### src/rtl/rxs_pkg.sv
package rxs_pkg;

  // Strobes sent from the control FSM to the datapath
  typedef struct packed {
    logic shiftBit;    // sample a data bit into the shift register
    logic takeParity;  // sample the parity bit
    logic loadChar;    // character complete, move it to the data register
    logic frameErr;    // stop position sampled low, not a break
    logic breakDet;    // whole frame low
  } rxStrobe_t;

  typedef enum logic [2:0] {
    ST_IDLE,
    ST_START,
    ST_DATA,
    ST_PARITY,
    ST_STOP,
    ST_BRKWAIT
  } rxState_t;

  localparam int FLAG_OVR = 0;
  localparam int FLAG_PAR = 1;
  localparam int FLAG_FRM = 2;
  localparam int FLAG_BRK = 3;
  localparam int NUM_FLAGS = 4;

endpackage

### src/rtl/rxs_ctrl.sv
module rxs_ctrl
  import rxs_pkg::*;
#(
  parameter int DATA_BITS = 8,
  parameter int OS_RATE   = 16
) (
  input  logic       clk,
  input  logic       rstN,
  input  logic       baudTick,
  input  logic       rxS,
  input  logic       parityEn,
  output rxStrobe_t  strb
);

  localparam int CW   = $clog2(OS_RATE);
  localparam int BW   = $clog2(DATA_BITS + 1);
  localparam int HALF = OS_RATE / 2;

  rxState_t        state;
  logic [CW-1:0]   tickCnt;
  logic [BW-1:0]   bitCnt;
  logic            sawHigh;
  logic            bitEnd;
  logic            halfEnd;

  assign bitEnd  = baudTick && (tickCnt == CW'(OS_RATE - 1));
  assign halfEnd = baudTick && (tickCnt == CW'(HALF - 1));

  always_comb begin
    strb = '0;
    if (bitEnd) begin
      unique case (state)
        ST_DATA:   strb.shiftBit   = 1'b1;
        ST_PARITY: strb.takeParity = 1'b1;
        ST_STOP: begin
          if (rxS) begin
            strb.loadChar = 1'b1;
          end else if (!sawHigh) begin
            strb.breakDet = 1'b1;
          end else begin
            strb.frameErr = 1'b1;
            strb.loadChar = 1'b1;
          end
        end
        default: ;
      endcase
    end
  end

  always_ff @(posedge clk or negedge rstN) begin
    if (!rstN) begin
      state   <= ST_IDLE;
      tickCnt <= '0;
      bitCnt  <= '0;
      sawHigh <= 1'b0;
    end else begin
      unique case (state)
        ST_IDLE: begin
          if (baudTick && !rxS) begin
            state   <= ST_START;
            tickCnt <= '0;
          end
        end
        ST_START: begin
          if (baudTick) begin
            if (rxS) begin
              state <= ST_IDLE;
            end else if (halfEnd) begin
              state   <= ST_DATA;
              tickCnt <= '0;
              bitCnt  <= '0;
              sawHigh <= 1'b0;
            end else begin
              tickCnt <= tickCnt + 1'b1;
            end
          end
        end
        ST_DATA: begin
          if (bitEnd) begin
            tickCnt <= '0;
            sawHigh <= sawHigh | rxS;
            if (bitCnt == BW'(DATA_BITS - 1)) begin
              state <= parityEn ? ST_PARITY : ST_STOP;
            end else begin
              bitCnt <= bitCnt + 1'b1;
            end
          end else if (baudTick) begin
            tickCnt <= tickCnt + 1'b1;
          end
        end
        ST_PARITY: begin
          if (bitEnd) begin
            tickCnt <= '0;
            sawHigh <= sawHigh | rxS;
            state   <= ST_STOP;
          end else if (baudTick) begin
            tickCnt <= tickCnt + 1'b1;
          end
        end
        ST_STOP: begin
          if (bitEnd) begin
            tickCnt <= '0;
            state   <= (!rxS && !sawHigh) ? ST_BRKWAIT : ST_IDLE;
          end else if (baudTick) begin
            tickCnt <= tickCnt + 1'b1;
          end
        end
        ST_BRKWAIT: begin
          if (rxS) state <= ST_IDLE;
        end
        default: state <= ST_IDLE;
      endcase
    end
  end


  brkHold_chk: assert property (@(posedge clk) disable iff (!rstN)
    (state == ST_BRKWAIT && !rxS) |=> (state == ST_BRKWAIT));


  glitchDrop_chk: assert property (@(posedge clk) disable iff (!rstN)
    (state == ST_START && baudTick && rxS) |=> (state == ST_IDLE));

endmodule

### src/rtl/rxs_datapath.sv
module rxs_datapath
  import rxs_pkg::*;
#(
  parameter int DATA_BITS = 8
) (
  input  logic                  clk,
  input  logic                  rstN,
  input  logic                  rxS,
  input  rxStrobe_t             strb,
  input  logic                  parityEn,
  input  logic                  parityOdd,
  input  logic                  statusRd,
  input  logic                  dataRd,
  output logic [DATA_BITS-1:0]  rxData,
  output logic                  rxReady,
  output logic [NUM_FLAGS-1:0]  errFlags
);

  logic [DATA_BITS-1:0] shiftReg;
  logic                 parBit;
  logic                 parMismatch;
  logic [NUM_FLAGS-1:0] setBits;

  assign parMismatch = (^shiftReg) ^ parBit ^ parityOdd;

  always_comb begin
    setBits           = '0;
    setBits[FLAG_OVR] = strb.loadChar && rxReady && !dataRd;
    setBits[FLAG_PAR] = strb.loadChar && parityEn && parMismatch;
    setBits[FLAG_FRM] = strb.frameErr || strb.breakDet;
    setBits[FLAG_BRK] = strb.breakDet;
  end

  always_ff @(posedge clk or negedge rstN) begin
    if (!rstN) begin
      shiftReg <= '0;
      parBit   <= 1'b0;
      rxData   <= '0;
      rxReady  <= 1'b0;
      errFlags <= '0;
    end else begin
      if (strb.shiftBit)   shiftReg <= {rxS, shiftReg[DATA_BITS-1:1]};
      if (strb.takeParity) parBit   <= rxS;
      if (strb.loadChar) begin
        rxData  <= shiftReg;
        rxReady <= 1'b1;
      end else if (dataRd) begin
        rxReady <= 1'b0;
      end
      errFlags <= (errFlags & ~{NUM_FLAGS{statusRd}}) | setBits;
    end
  end


  overrun_chk: assert property (@(posedge clk) disable iff (!rstN)
    (strb.loadChar && rxReady && !dataRd) |=> errFlags[FLAG_OVR]);


  setWins_chk: assert property (@(posedge clk) disable iff (!rstN)
    (strb.frameErr || strb.breakDet) |=> errFlags[FLAG_FRM]);


  clearOnRead_chk: assert property (@(posedge clk) disable iff (!rstN)
    (statusRd && !strb.loadChar && !strb.frameErr && !strb.breakDet)
      |=> (errFlags == '0));


  readyRise_chk: assert property (@(posedge clk) disable iff (!rstN)
    $rose(rxReady) |-> $past(strb.loadChar));

endmodule

### src/rtl/serial_rx_status.sv
module serial_rx_status
  import rxs_pkg::*;
#(
  parameter int DATA_BITS   = 8,
  parameter int OS_RATE     = 16,
  parameter int SYNC_STAGES = 2
) (
  input  logic                 clk,
  input  logic                 rstN,
  input  logic                 baudTick,
  input  logic                 rxIn,
  input  logic                 parityEn,
  input  logic                 parityOdd,
  input  logic                 statusIntEn,
  input  logic                 dtrN,
  input  logic                 statusRd,
  input  logic                 dataRd,
  output logic [DATA_BITS-1:0] rxData,
  output logic                 rxReady,
  output logic [7:0]           statusByte,
  output logic                 statusIrq
);

  logic [SYNC_STAGES-1:0] syncQ;
  logic                   rxS;
  rxStrobe_t              strb;
  logic [NUM_FLAGS-1:0]   errFlags;

  always_ff @(posedge clk or negedge rstN) begin
    if (!rstN) syncQ <= '1;
    else       syncQ <= {syncQ[SYNC_STAGES-2:0], rxIn};
  end
  assign rxS = syncQ[SYNC_STAGES-1];

  rxs_ctrl #(.DATA_BITS(DATA_BITS), .OS_RATE(OS_RATE)) u_ctrl (
    .clk      (clk),
    .rstN     (rstN),
    .baudTick (baudTick),
    .rxS      (rxS),
    .parityEn (parityEn),
    .strb     (strb)
  );

  rxs_datapath #(.DATA_BITS(DATA_BITS)) u_dp (
    .clk       (clk),
    .rstN      (rstN),
    .rxS       (rxS),
    .strb      (strb),
    .parityEn  (parityEn),
    .parityOdd (parityOdd),
    .statusRd  (statusRd),
    .dataRd    (dataRd),
    .rxData    (rxData),
    .rxReady   (rxReady),
    .errFlags  (errFlags)
  );

  assign statusByte = {2'b11, 1'b0, ~dtrN, errFlags};
  assign statusIrq  = statusIntEn && (|errFlags);

endmodule

### config.mk
export PLATFORM = sky130hd
export DESIGN_NAME = serial_rx_status
export DESIGN_NICKNAME = d
export VERILOG_FILES = /design/src/rtl/rxs_pkg.sv /design/src/rtl/rxs_ctrl.sv /design/src/rtl/rxs_datapath.sv /design/src/rtl/serial_rx_status.sv
export SDC_FILE = /design/constraint.sdc
export NUM_CORES = 1
export LEC_CHECK = 0
export BUFFER_PORTS_ARGS = -buffer_cell sky130_fd_sc_hd__buf_2
export CAP_MARGIN = 20
export CORE_ASPECT_RATIO = 1.5
export CORE_UTILIZATION = 55
export DETAILED_ROUTE_END_ITERATION = 7
export GPL_TIMING_DRIVEN = 1
export PLACE_DENSITY = 0.81
export SYNTH_ARGS = -nofsm -noshare
export SYNTH_HDL_FRONTEND = slang
export SYNTH_SLANG_ARGS = --single-unit
### constraint.sdc
create_clock -name clk -period 2.2 [get_ports clk]
set_input_delay 0.11 -clock clk [delete_from_list [all_inputs] [get_ports clk]]
set_output_delay 0.11 -clock clk [all_outputs]
set_load 0.1 [all_outputs]
# After elaboration in Yosys (flattened, before gate mapping)
# Cells that the tools add are included.
# W data, S select, Z words.
word_totals:
  register_bits: 36
  latchBits: 0
  mem_bits_rw: 0
  romBits: 0
  output_inout_bits: 18
  word_cells: 106
  n_memories: 0
classes:
  add_sub_neg: 2
  multipliers: 0
  n_div: 0
  magnitude_cmp: 0
  n_eq_ne: 21
  shift: 0
  muxes: 40
  bitwise_logic: 7
  reduce_logical: 26
op_table:
  columns: ["op", "count"]
  rows:
  - ["$mux W4", 11]
  - ["$mux W3", 12]
  - ["$pmux W3 S6", 1]
  - ["$ne A2 B1 Y1 const B", 7]
  - ["$pmux W4 S3", 1]
  - ["$mux W1", 10]
  - ["$reduce_and A5 Y1", 2]
  - ["$logic_and A1 B1 Y1", 9]
  - ["$add A4 B1 Y4 const B", 2]
  - ["$eq A4 B3 Y1 const B", 2]
  - ["$ne A2 B2 Y1 const B", 4]
  - ["$pmux W4 S2", 1]
  - ["$reduce_and A8 Y1", 1]
  - ["$reduce_xor A8 Y1", 1]
  - ["$eq A3 B2 Y1 const B", 2]
  - ["$eq A3 B3 Y1 const B", 2]
  - ["$reduce_and A6 Y1", 1]
  - ["$reduce_bool A2 Y1", 3]
  - ["$mux W5", 1]
  - ["$and A4 B4 Y4", 1]
  - ["$eq A4 B4 Y1 const B", 1]
  - ["$mux W2", 2]
  - ["$not A4 Y4", 1]
  - ["$or A4 B4 Y4", 1]
  - ["other kinds (14)", 17]

# Longest topological paths before layout
# Gate-level depths: netlist of run 1.
logic_depth:
  word_depth: 7
  mapped_depth: 6
  ltp_nobuf: 6

# Hierarchy
# From an unflattened synthesis of run 1, not the netlist that was laid out.
unflattened:
  hier_cells: 161
  area_unflattened_um2: 1845.5
by_module_without_submodules:
  columns: ["mod", "instances", "cells_each", "area_per_inst_um2", "seq_area_each_um2"]
  rows:
  - ["rxs_datapath", 1, 56, 892.1, 550.5]
  - ["rxs_ctrl", 1, 96, 855.8, 300.3]
  - ["serial_rx_status", 1, 9, 97.6, 52.6]

# Least setup slack after synthesis of run 1
# OpenSTA, ideal clock, no wires.
synth_path:
  path_type: "reg2out"
  from: "reg u_dp.errFlags[0]"
  to: "out statusIrq"
  arrival_ns: 1.894
  required_ns: 2.090
  path_slack_ns: 0.196
  path_stages_with_launch: 2
  path_buffers: 0
  path_cell_list: "dfrtp_1 > o41a_1"
synth_between:
  elab_chain_len: 2
synth_rtl:
  columns: ["item", "line", "source"]
  rows:
  - ["start: declaration", "rxs_datapath.sv:16", "output logic [NUM_FLAGS-1:0] errFlags"]
  - ["start signal: assignment", "rxs_datapath.sv:50", "errFlags <= (errFlags & ~{NUM_FLAGS{statusRd}}) | setBits;"]
  - ["$reduce_or A4 Y1", "serial_rx_status.sv:59", "assign statusIrq = statusIntEn && (|errFlags);"]
  - ["$logic_and A1 B1 Y1", "serial_rx_status.sv:59", null]
  - ["end: declaration", "serial_rx_status.sv:21", "output logic statusIrq"]
# No other way between the ends.

# Worst setup path in the final report of run 1
layout_path:
  from: "reg u_ctrl.tickCnt[0]"
  to: "reg u_dp.rxData[7]"
layout_between:
  elab_chain_len: 3
layout_rtl:
  columns: ["item", "line", "source"]
  rows:
  - ["start: declaration", "rxs_ctrl.sv:20", "logic [CW-1:0] tickCnt;"]
  - ["start signal: assignment", "rxs_ctrl.sv:74", "tickCnt <= tickCnt + 1'b1;"]
  - ["start signal: assignment", "rxs_ctrl.sv:88", "tickCnt <= tickCnt + 1'b1;"]
  - ["start signal: assignment", "rxs_ctrl.sv:97", "tickCnt <= tickCnt + 1'b1;"]
  - ["$eq A4 B4 Y1", "rxs_ctrl.sv:26", "assign bitEnd = baudTick && (tickCnt == CW'(OS_RATE - 1));"]
  - ["$logic_and A1 B1 Y1", "rxs_ctrl.sv:26", null]
  - ["$mux W5", "rxs_ctrl.sv:31", "if (bitEnd) begin"]
  - ["end signal: assignment", "rxs_datapath.sv:45", "rxData <= shiftReg;"]
  - ["end: declaration", "rxs_datapath.sv:14", "output logic [DATA_BITS-1:0] rxData,"]
# No other way between the ends.
# A chain may end at the register's enable or synchronous reset.

==> flow_summary_export.csv, run 1 <==
group,metric,value,unit
power,p_int,0.00122,W
outcome,status,"completed",
yosys,syn_inst,165,
clock_tree,htreeDepth,2,
clock_tree,clock-sinks,36,
place,placed_area,1910,sq um
timing,max_slew_margin,49.7,%
timing,finClkSkew,0.00494,ns
layout,layout.nets,204,
worst_setup_path,ff2ff_setup_slack,0.14,ns
die,io_pins,28,
timing,fmax,0.486,GHz
clock_tree,root_buffer,"clkbuf_8",
place,place_congestion,0.914,
worst_hold_path,hp-start,"dataRd",
worst_setup_path,reg2reg_from,"u_ctrl.tickCnt[0]",
worst_setup_path,ff2ff_path_depth,5,
clock_tree,ctsLongestPathBuffers,2,
die,core,3130,sq um
global_routing,grt_antenna_before_repair,0,
yosys,ys_top_cells_by_area,"dfrtp_1 47%, mux2_2 11%, xnor2_1 4.9%",
timing,finalCritPeriodShare,93.5,%
worst_hold_path,holdPathEnd,"u_dp.rxReady",
timing,setup_violations,0,
routing,num_vias,1329,
yosys,synth_cell_types,40,
power,p_comb_share,23.3,%
timing,finalHoldViolations,0,
timing,whs,0.0123,ns
yosys,yosysWarnings,0,
place,portBuffers,24,
routing,drt-pass1-iter-count,4,
power,switching_share,33.2,%
die,initial_core_util,57.4,%
routing,via_per_inst,5.70,
worst_setup_path,critPathCaptureType,"register",
worst_setup_path,worstSetupStartpoint,"u_ctrl.tickCnt[0]",
worst_setup_path,worstPathRequired,2.38,ns
timing,finalCriticalPeriod,2.06,ns
power,p_switching,0.000606,W
timing,fin_tns_setup,0,ns
timing,grt_setup_unrepaired,"false",
power,cellLeakagePower,0.954,nW
clock_tree,clk_latency,0.29,ns
clock_tree,cts_resized,0,
clock_tree,cts_setup_buffers,0,
global_routing,grt_usage,23.2,%
place,dp_hpwl,2.53,mm
routing,first_iter_violations,28,
yosys,syn_area,1800,sq um
layout,areaGrowthSynthToFinish,13.9,%
routing,wirelength,3.56,mm
die,die_area,3500,sq um
timing,slew_violations,0,
routing,wire_per_inst,15.3,microns
worst_hold_path,hold_depth,2,
layout,utilization,65.4,%
power,clockPowerShare,31.3,%
yosys,synth.top_cell.area_share,47.4,%
worst_setup_path,reg2reg_to,"u_dp.rxData[7]",
worst_setup_path,crit_fanout,9,
timing,worst_pin_slew,0.754,ns
clock_tree,clk_pin_slew,0.07,ns
clock_tree,cts_buffers,5,
power,vdd_drop_max,0.783,mV
power,power_density,891,nW/um^2
yosys,yosysTopAreaCell,"dfrtp_1",
layout,stdcell_count,233,
place,dp_cells,223,
worst_setup_path,startpoint_type,"register",
yosys,synth_area_per_cell,10.9,sq um
worst_setup_path,arrival,2.23,ns
global_routing,grt_pass1_vias,1320,
routing,ant_nets,0,
global_routing,gr-total-overflow,0,
power,pwr-share-seq,45.4,%
die,die_y,72,microns
worst_setup_path,worstSetupPathType,"reg2reg",
global_routing,grt_pass1_wl,6.01,mm
yosys,synth_seq_area_share,50.3,%
die,core.rowCount,25,
layout,antenna_cells,0,
worst_hold_path,hp-class,"in2reg",
layout,drive_gt1_share,30.1,%
die,die_x,48.7,microns
routing,drc,0,
global_routing,grt_max_degree,37,
clock_tree,cts_tree,"yes",
yosys,ys_ff_latch,36,
layout,fin_area,2050,sq um
flow_run,drv_cap,0,
==> routing by layer <==
metal | part of all wire, % | track usage (%)
met5 | 0 | 0
met4 | 1.7 | 10.5
met3 | 3.7 | 6.92
met2 | 56 | 42.3
met1 | 38 | 24.3
==> cells in the final DEF (no fill, tap or decap), types with 2 or more instances in the layout <==
cell            n
dfrtp_1        34
buf_2          24
mux2_2         18
nand2_1        14
inv_1          11
o21ai_0        11
xnor2_1        10
nand3_1         7
nor2_1          5
o22ai_1         5
clkbuf_8        5
nand2b_1        4
a21oi_1         4
conb_1          3
nor2_2          2
o41ai_1         2
nand4_1         2
nand3b_1        2
a21o_1          2
nor3_1          2
a31oi_1         2
o31ai_1         2
ha_1            2
dlygate4sd3_1   2
dfstp_2         2
==> area by class of cell <==
class	count	area [sq um]
Tap cell	40	50.0
Multi-Input combinational cell	111	796
Clock inverter	3	42.5
Fill cell	272	1080
Clock buffer	5	68.8
Timing Repair Buffer	26	140
Inverter	12	45.0
Sequential cell	36	903
==> critical path: stages (launching register included) <==
cell     delay, ns
dfrtp_1       0.40
ha_1          0.26
and4_4        0.29
nand2_1       0.15
nor2_2        0.43
mux2_2        0.40
==> Yosys cell counts (all sizes together) <==
library cell and number:
dfrtp 34, mux2 18, nand2 14, o21ai 12, inv 11, xnor2 10
nand3 7, nor2 7, buf 5, o22ai 5, a21oi 4, nand2b 4
a21o 2, a31oi 2, clkbuf 2, conb 2, dfstp 2, ha 2
nand3b 2, nand4 2, nor3 2, nor3b 2, o31ai 2, o41ai 2
a211oi 1, a32o 1, and2b 1, and4 1, and4b 1, clkinv 1
mux2i 1, o32ai 1, o41a 1, or4 1
==> power by group through the flow <==
stage | logic, W | clock network [W] | registers (W)
floorplan | 0.000419 | 0 | 0.000765
global placement | 0.000390 | 0 | 0.000825
detailed placement | 0.000416 | 0 | 0.000834
CTS | 0.000423 | 0.000585 | 0.000822
global route | 0.000480 | 0.000614 | 0.000836
finish | 0.000425 | 0.000570 | 0.000827
==> through the flow <==
step	setup slack (ns)	power, W
4_1_cts	0.186	0.00183
6_report	0.143	0.00182
5_1_grt	0.0353	0.00193
2_1_floorplan	0.196	0.00118
3_5_place_dp	0.203	0.00125
3_3_place_gp	0.310	0.00122
==> worst max-delay path by stage <==
stage / slack (ns) / to / cells after the start
after floorplan: 0.20 / statusIrq / 1
after global placement: 0.31 / u_ctrl.state[2] / 6
after detailed placement: 0.20 / u_dp.rxData[7] / 5
after CTS: 0.19 / u_dp.rxData[5] / 5
after global routing: 0.04 / u_ctrl.state[2] / 6
final: 0.14 / u_dp.rxData[7] / 5
==> cell families after synthesis <==
group                      Yosys count  synth area share (%)
xor gates and xnor gates            10                  4.87
DFF                                 36                  50.3
AOI/OAI and AO/OA                   33                  11.6
and+or+nand+nor                     44                  13.9
buffers and inverters               19                  5.64
muxes                               19                  11.8
adders and majority gates            2                  1.39
other                                2                 0.418
==> registers in the layout (all words and copies together) (netlist names) <==
name and count:
syncQ 2, u_ctrl.bitCnt 4, u_ctrl.sawHigh 1, u_ctrl.state 3
u_ctrl.tickCnt 4, u_dp.errFlags 4, u_dp.parBit 1, u_dp.rxData 8
u_dp.rxReady 1, u_dp.shiftReg 8
==> repair_timing <==
action	4_1_cts	5_1_grt
endpoints found under the hold margin	35	0
setup endpoints to repair	0	0
hold buffers	2	0
Power figures use the tool's default switching activity.
==> run 2, diff against run 1 <==
--- a/config.mk
+++ b/config.mk
@@ -8,10 +8,11 @@
 export BUFFER_PORTS_ARGS = -buffer_cell sky130_fd_sc_hd__buf_2
 export CAP_MARGIN = 20
 export CORE_ASPECT_RATIO = 1.5
-export CORE_UTILIZATION = 55
+export CORE_UTILIZATION = 56
 export DETAILED_ROUTE_END_ITERATION = 7
 export GPL_TIMING_DRIVEN = 1
-export PLACE_DENSITY = 0.81
+export PLACE_DENSITY = 0.82
 export SYNTH_ARGS = -nofsm -noshare
 export SYNTH_HDL_FRONTEND = slang
+export SYNTH_HIERARCHICAL = 1
 export SYNTH_SLANG_ARGS = --single-unit
==> flow_summary_export.csv, run 2 <==
group,metric,value,unit
timing,max_slew_margin,47.8,%
yosys,synthFlopType,"dfrtp_1",
routing,drt-pass1-iter-count,4,
die,io_pins,28,
yosys,yosysWarnings,6,
global_routing,grt_pass1_vias,1438,
timing,fmax,0.520,GHz
routing,ant_nets,0,
yosys,yosysTopAreaCell,"dfrtp_1",
die,core,3160,sq um
routing,drc,0,
yosys,synth_edf_count,0,
layout,mostFrequentLayoutCell,"dfrtp_1",
worst_setup_path,worstSetupPathType,"reg2reg",
worst_setup_path,critPathMaxStageDelay,0.43,ns
global_routing,grt_antenna_before_repair,0,
yosys,synthMostInstantiatedCell,"dfrtp_1",
timing,finalHoldViolations,0,
clock_tree,cts_setup_buffers,0,
worst_setup_path,startpoint_type,"register",
clock_tree,clk_latency,0.29,ns
flow_run,drv_cap,0,
worst_setup_path,worstPathRequired,2.37,ns
layout,areaGrowthSynthToFinish,13.8,%
timing,grt_setup_unrepaired,"false",
clock_tree,htreeDepth,2,
clock_tree,clk_pin_slew,0.07,ns
routing,wire_per_inst,17.2,microns
worst_setup_path,ff2ff_path_depth,4,
worst_setup_path,crit_fanout,11,
clock_tree,cts_hold_buffers,2,
layout,largestRegisters,"u_dp/rxData: 8 flops, u_dp/shiftReg: 8 flops",
yosys,synth_area_per_cell,11.5,sq um
clock_tree,cts_resized,0,
global_routing,gr-total-overflow,0,
place,place_ws,0.300,ns
timing,finalCritPeriodShare,87.3,%
yosys,syn_area,1850,sq um
worst_hold_path,hold_depth,3,
layout,fin_area,2100,sq um
timing,worst_pin_slew,0.783,ns
routing,wirelength,3.97,mm
power,p_comb_share,17.3,%
global_routing,grt_pass1_wl,6.57,mm
power,p_switching,0.000476,W
global_routing,grt_max_degree,37,
global_routing,grt_usage,25.3,%
timing,layout_setup_ws,0.278,ns
clock_tree,clock-sinks,36,
die,die_area,3530,sq um
routing,num_vias,1406,
yosys,syn_inst,161,
place,place_congestion,0.986,
layout,antenna_cells,0,
timing,slew_violations,0,
timing,finClkSkew,0.00788,ns
die,die_x,48.9,microns
timing,setup_violations,0,
worst_hold_path,holdPathEnd,"u_dp/rxReady",
yosys,synth.top_cell.area_share,46.1,%
yosys,ys_top_cells_by_area,"dfrtp_1 46%, mux2_2 10%, xnor2_1 3.8%",
layout,final_cell_mix,"34 x dfrtp_1, 24 x buf_2, 17 x mux2_2",
worst_setup_path,critPathCaptureType,"register",
worst_setup_path,reg2reg_to,"u_dp/shiftReg[6]",
worst_setup_path,cpMaxStageDelayCell,"dfrtp_1",
yosys,synth_cell_types,51,
yosys,ys_ff_latch,36,
timing,finalCriticalPeriod,1.92,ns
timing,whs,0.119,ns
power,switching_share,30.8,%
power,p_int,0.00107,W
yosys,synth_common_cells,"34 x dfrtp_1, 17 x mux2_2, 8 x inv_1, 8 x xnor2_1, 7 x a21oi_1",
place,placed_area,1990,sq um
layout,fillers,235,
die,initial_core_util,58.4,%
layout,drive_gt1_share,30.0,%
clock_tree,ctsLongestPathBuffers,2,
worst_hold_path,hp-start,"dataRd",
die,die_y,72.3,microns
worst_hold_path,hp-class,"in2reg",
worst_setup_path,ff2ff_setup_slack,0.28,ns
power,pwr-share-seq,52.0,%
clock_tree,cts_buffers,5,
worst_setup_path,reg2reg_from,"u_ctrl/tickCnt[0]",
power,power_density,734,nW/um^2
die,core.rowCount,25,
routing,via_per_inst,6.11,
clock_tree,cts_tree,"yes",
place,dp_hpwl,2.98,mm
yosys,ys_async_sr_fraction,100,%
routing,first_iter_violations,90,
timing,fin_tns_setup,0,ns
worst_setup_path,crit_chain,"ha_1 > and4_4 > and3_1 > mux2_2",
outcome,status,"completed",
power,cellLeakagePower,1.05,nW
power,vdd_drop_max,0.579,mV
power,clockPowerShare,30.7,%
layout,layout.nets,201,
place,portBuffers,24,
worst_setup_path,arrival,2.09,ns
clock_tree,root_buffer,"clkbuf_8",
yosys,synth_seq_area_share,48.9,%
==> run 2: worst max path at each step <==
| stage | startpoint | endpoint | slack (ns) | depth (start not counted) |
|---|---|---|---|---|
| 2_1_floorplan | u_dp/errFlags[3] | statusIrq | 0.20 | 1 |
| 3_3_place_gp | u_ctrl/tickCnt[0] | u_dp/rxData[2] | 0.40 | 6 |
| 3_5_place_dp | u_ctrl/tickCnt[0] | u_dp/shiftReg[0] | 0.30 | 4 |
| 4_1_cts | u_ctrl/tickCnt[0] | u_dp/shiftReg[0] | 0.30 | 4 |
| 5_1_grt | u_ctrl/tickCnt[0] | u_dp/rxData[1] | 0.18 | 6 |
| 6_report | u_ctrl/tickCnt[0] | u_dp/shiftReg[6] | 0.28 | 4 |
==> run 2: power by group through the flow <==
stage | logic (W) | registers (W) | clock network, W
2_1_floorplan | 0.000241 | 0.000755 | 0
3_3_place_gp | 0.000250 | 0.000800 | 0
3_5_place_dp | 0.000261 | 0.000809 | 0
4_1_cts | 0.000265 | 0.000797 | 0.000485
5_1_grt | 0.000294 | 0.000811 | 0.000513
6_report | 0.000267 | 0.000802 | 0.000474
==> run 2: stage by stage <==
step	utilization, %	cells	total power (W)
after CTS	66.5	230	0.00155
after global routing	66.5	230	0.00162
after global placement	63.0	220	0.00105
after detailed placement	63.0	220	0.00107
after floorplan	-	162	0.000996
final	66.5	230	0.00154
==> run 2: worst max-delay path, delay by kind of cell (launching register included) <==
family / cells / cell delay (ns)
adder cells (fa/ha/maj): 1 / 0.26
flip-flops: 1 / 0.43
multiplexers: 1 / 0.39
AND/OR/NAND/NOR: 2 / 0.71
==> run 2: layer usage <==
layer | share of wire (%) | global-route usage, % | up-vias
li1 | - | - | 641
met1 | 36 | 26.4 | 688
met2 | 55 | 45.1 | 63
met3 | 4.9 | 5.66 | 14
met4 | 3.7 | 17.0 | 0
met5 | 0 | 0 | -
==> run 2: kinds of logic after synthesis <==
| logic type | count (synthesis) | share of synthesized area, % |
|---|---|---|
| compound gates | 37 | 14.5 |
| simple gates | 37 | 12.1 |
| flops | 36 | 48.9 |
| mux | 20 | 12.3 |
| buf+inv | 17 | 4.41 |
| xor+xnor | 10 | 5.90 |
| fa+ha+maj | 2 | 1.36 |
| other cells | 2 | 0.407 |
==> run 2: cell type report <==
type | instances | area, sq um | share of cell area, %
multi-input cells | 109 | 865 | 41.2
repair buffers | 29 | 163 | 7.74
clock buffers | 8 | 90.1 | 4.29
well taps | 40 | 50.0 | 2.38
inverters | 8 | 30.0 | 1.43
flip-flops and latches | 36 | 903 | 43.0
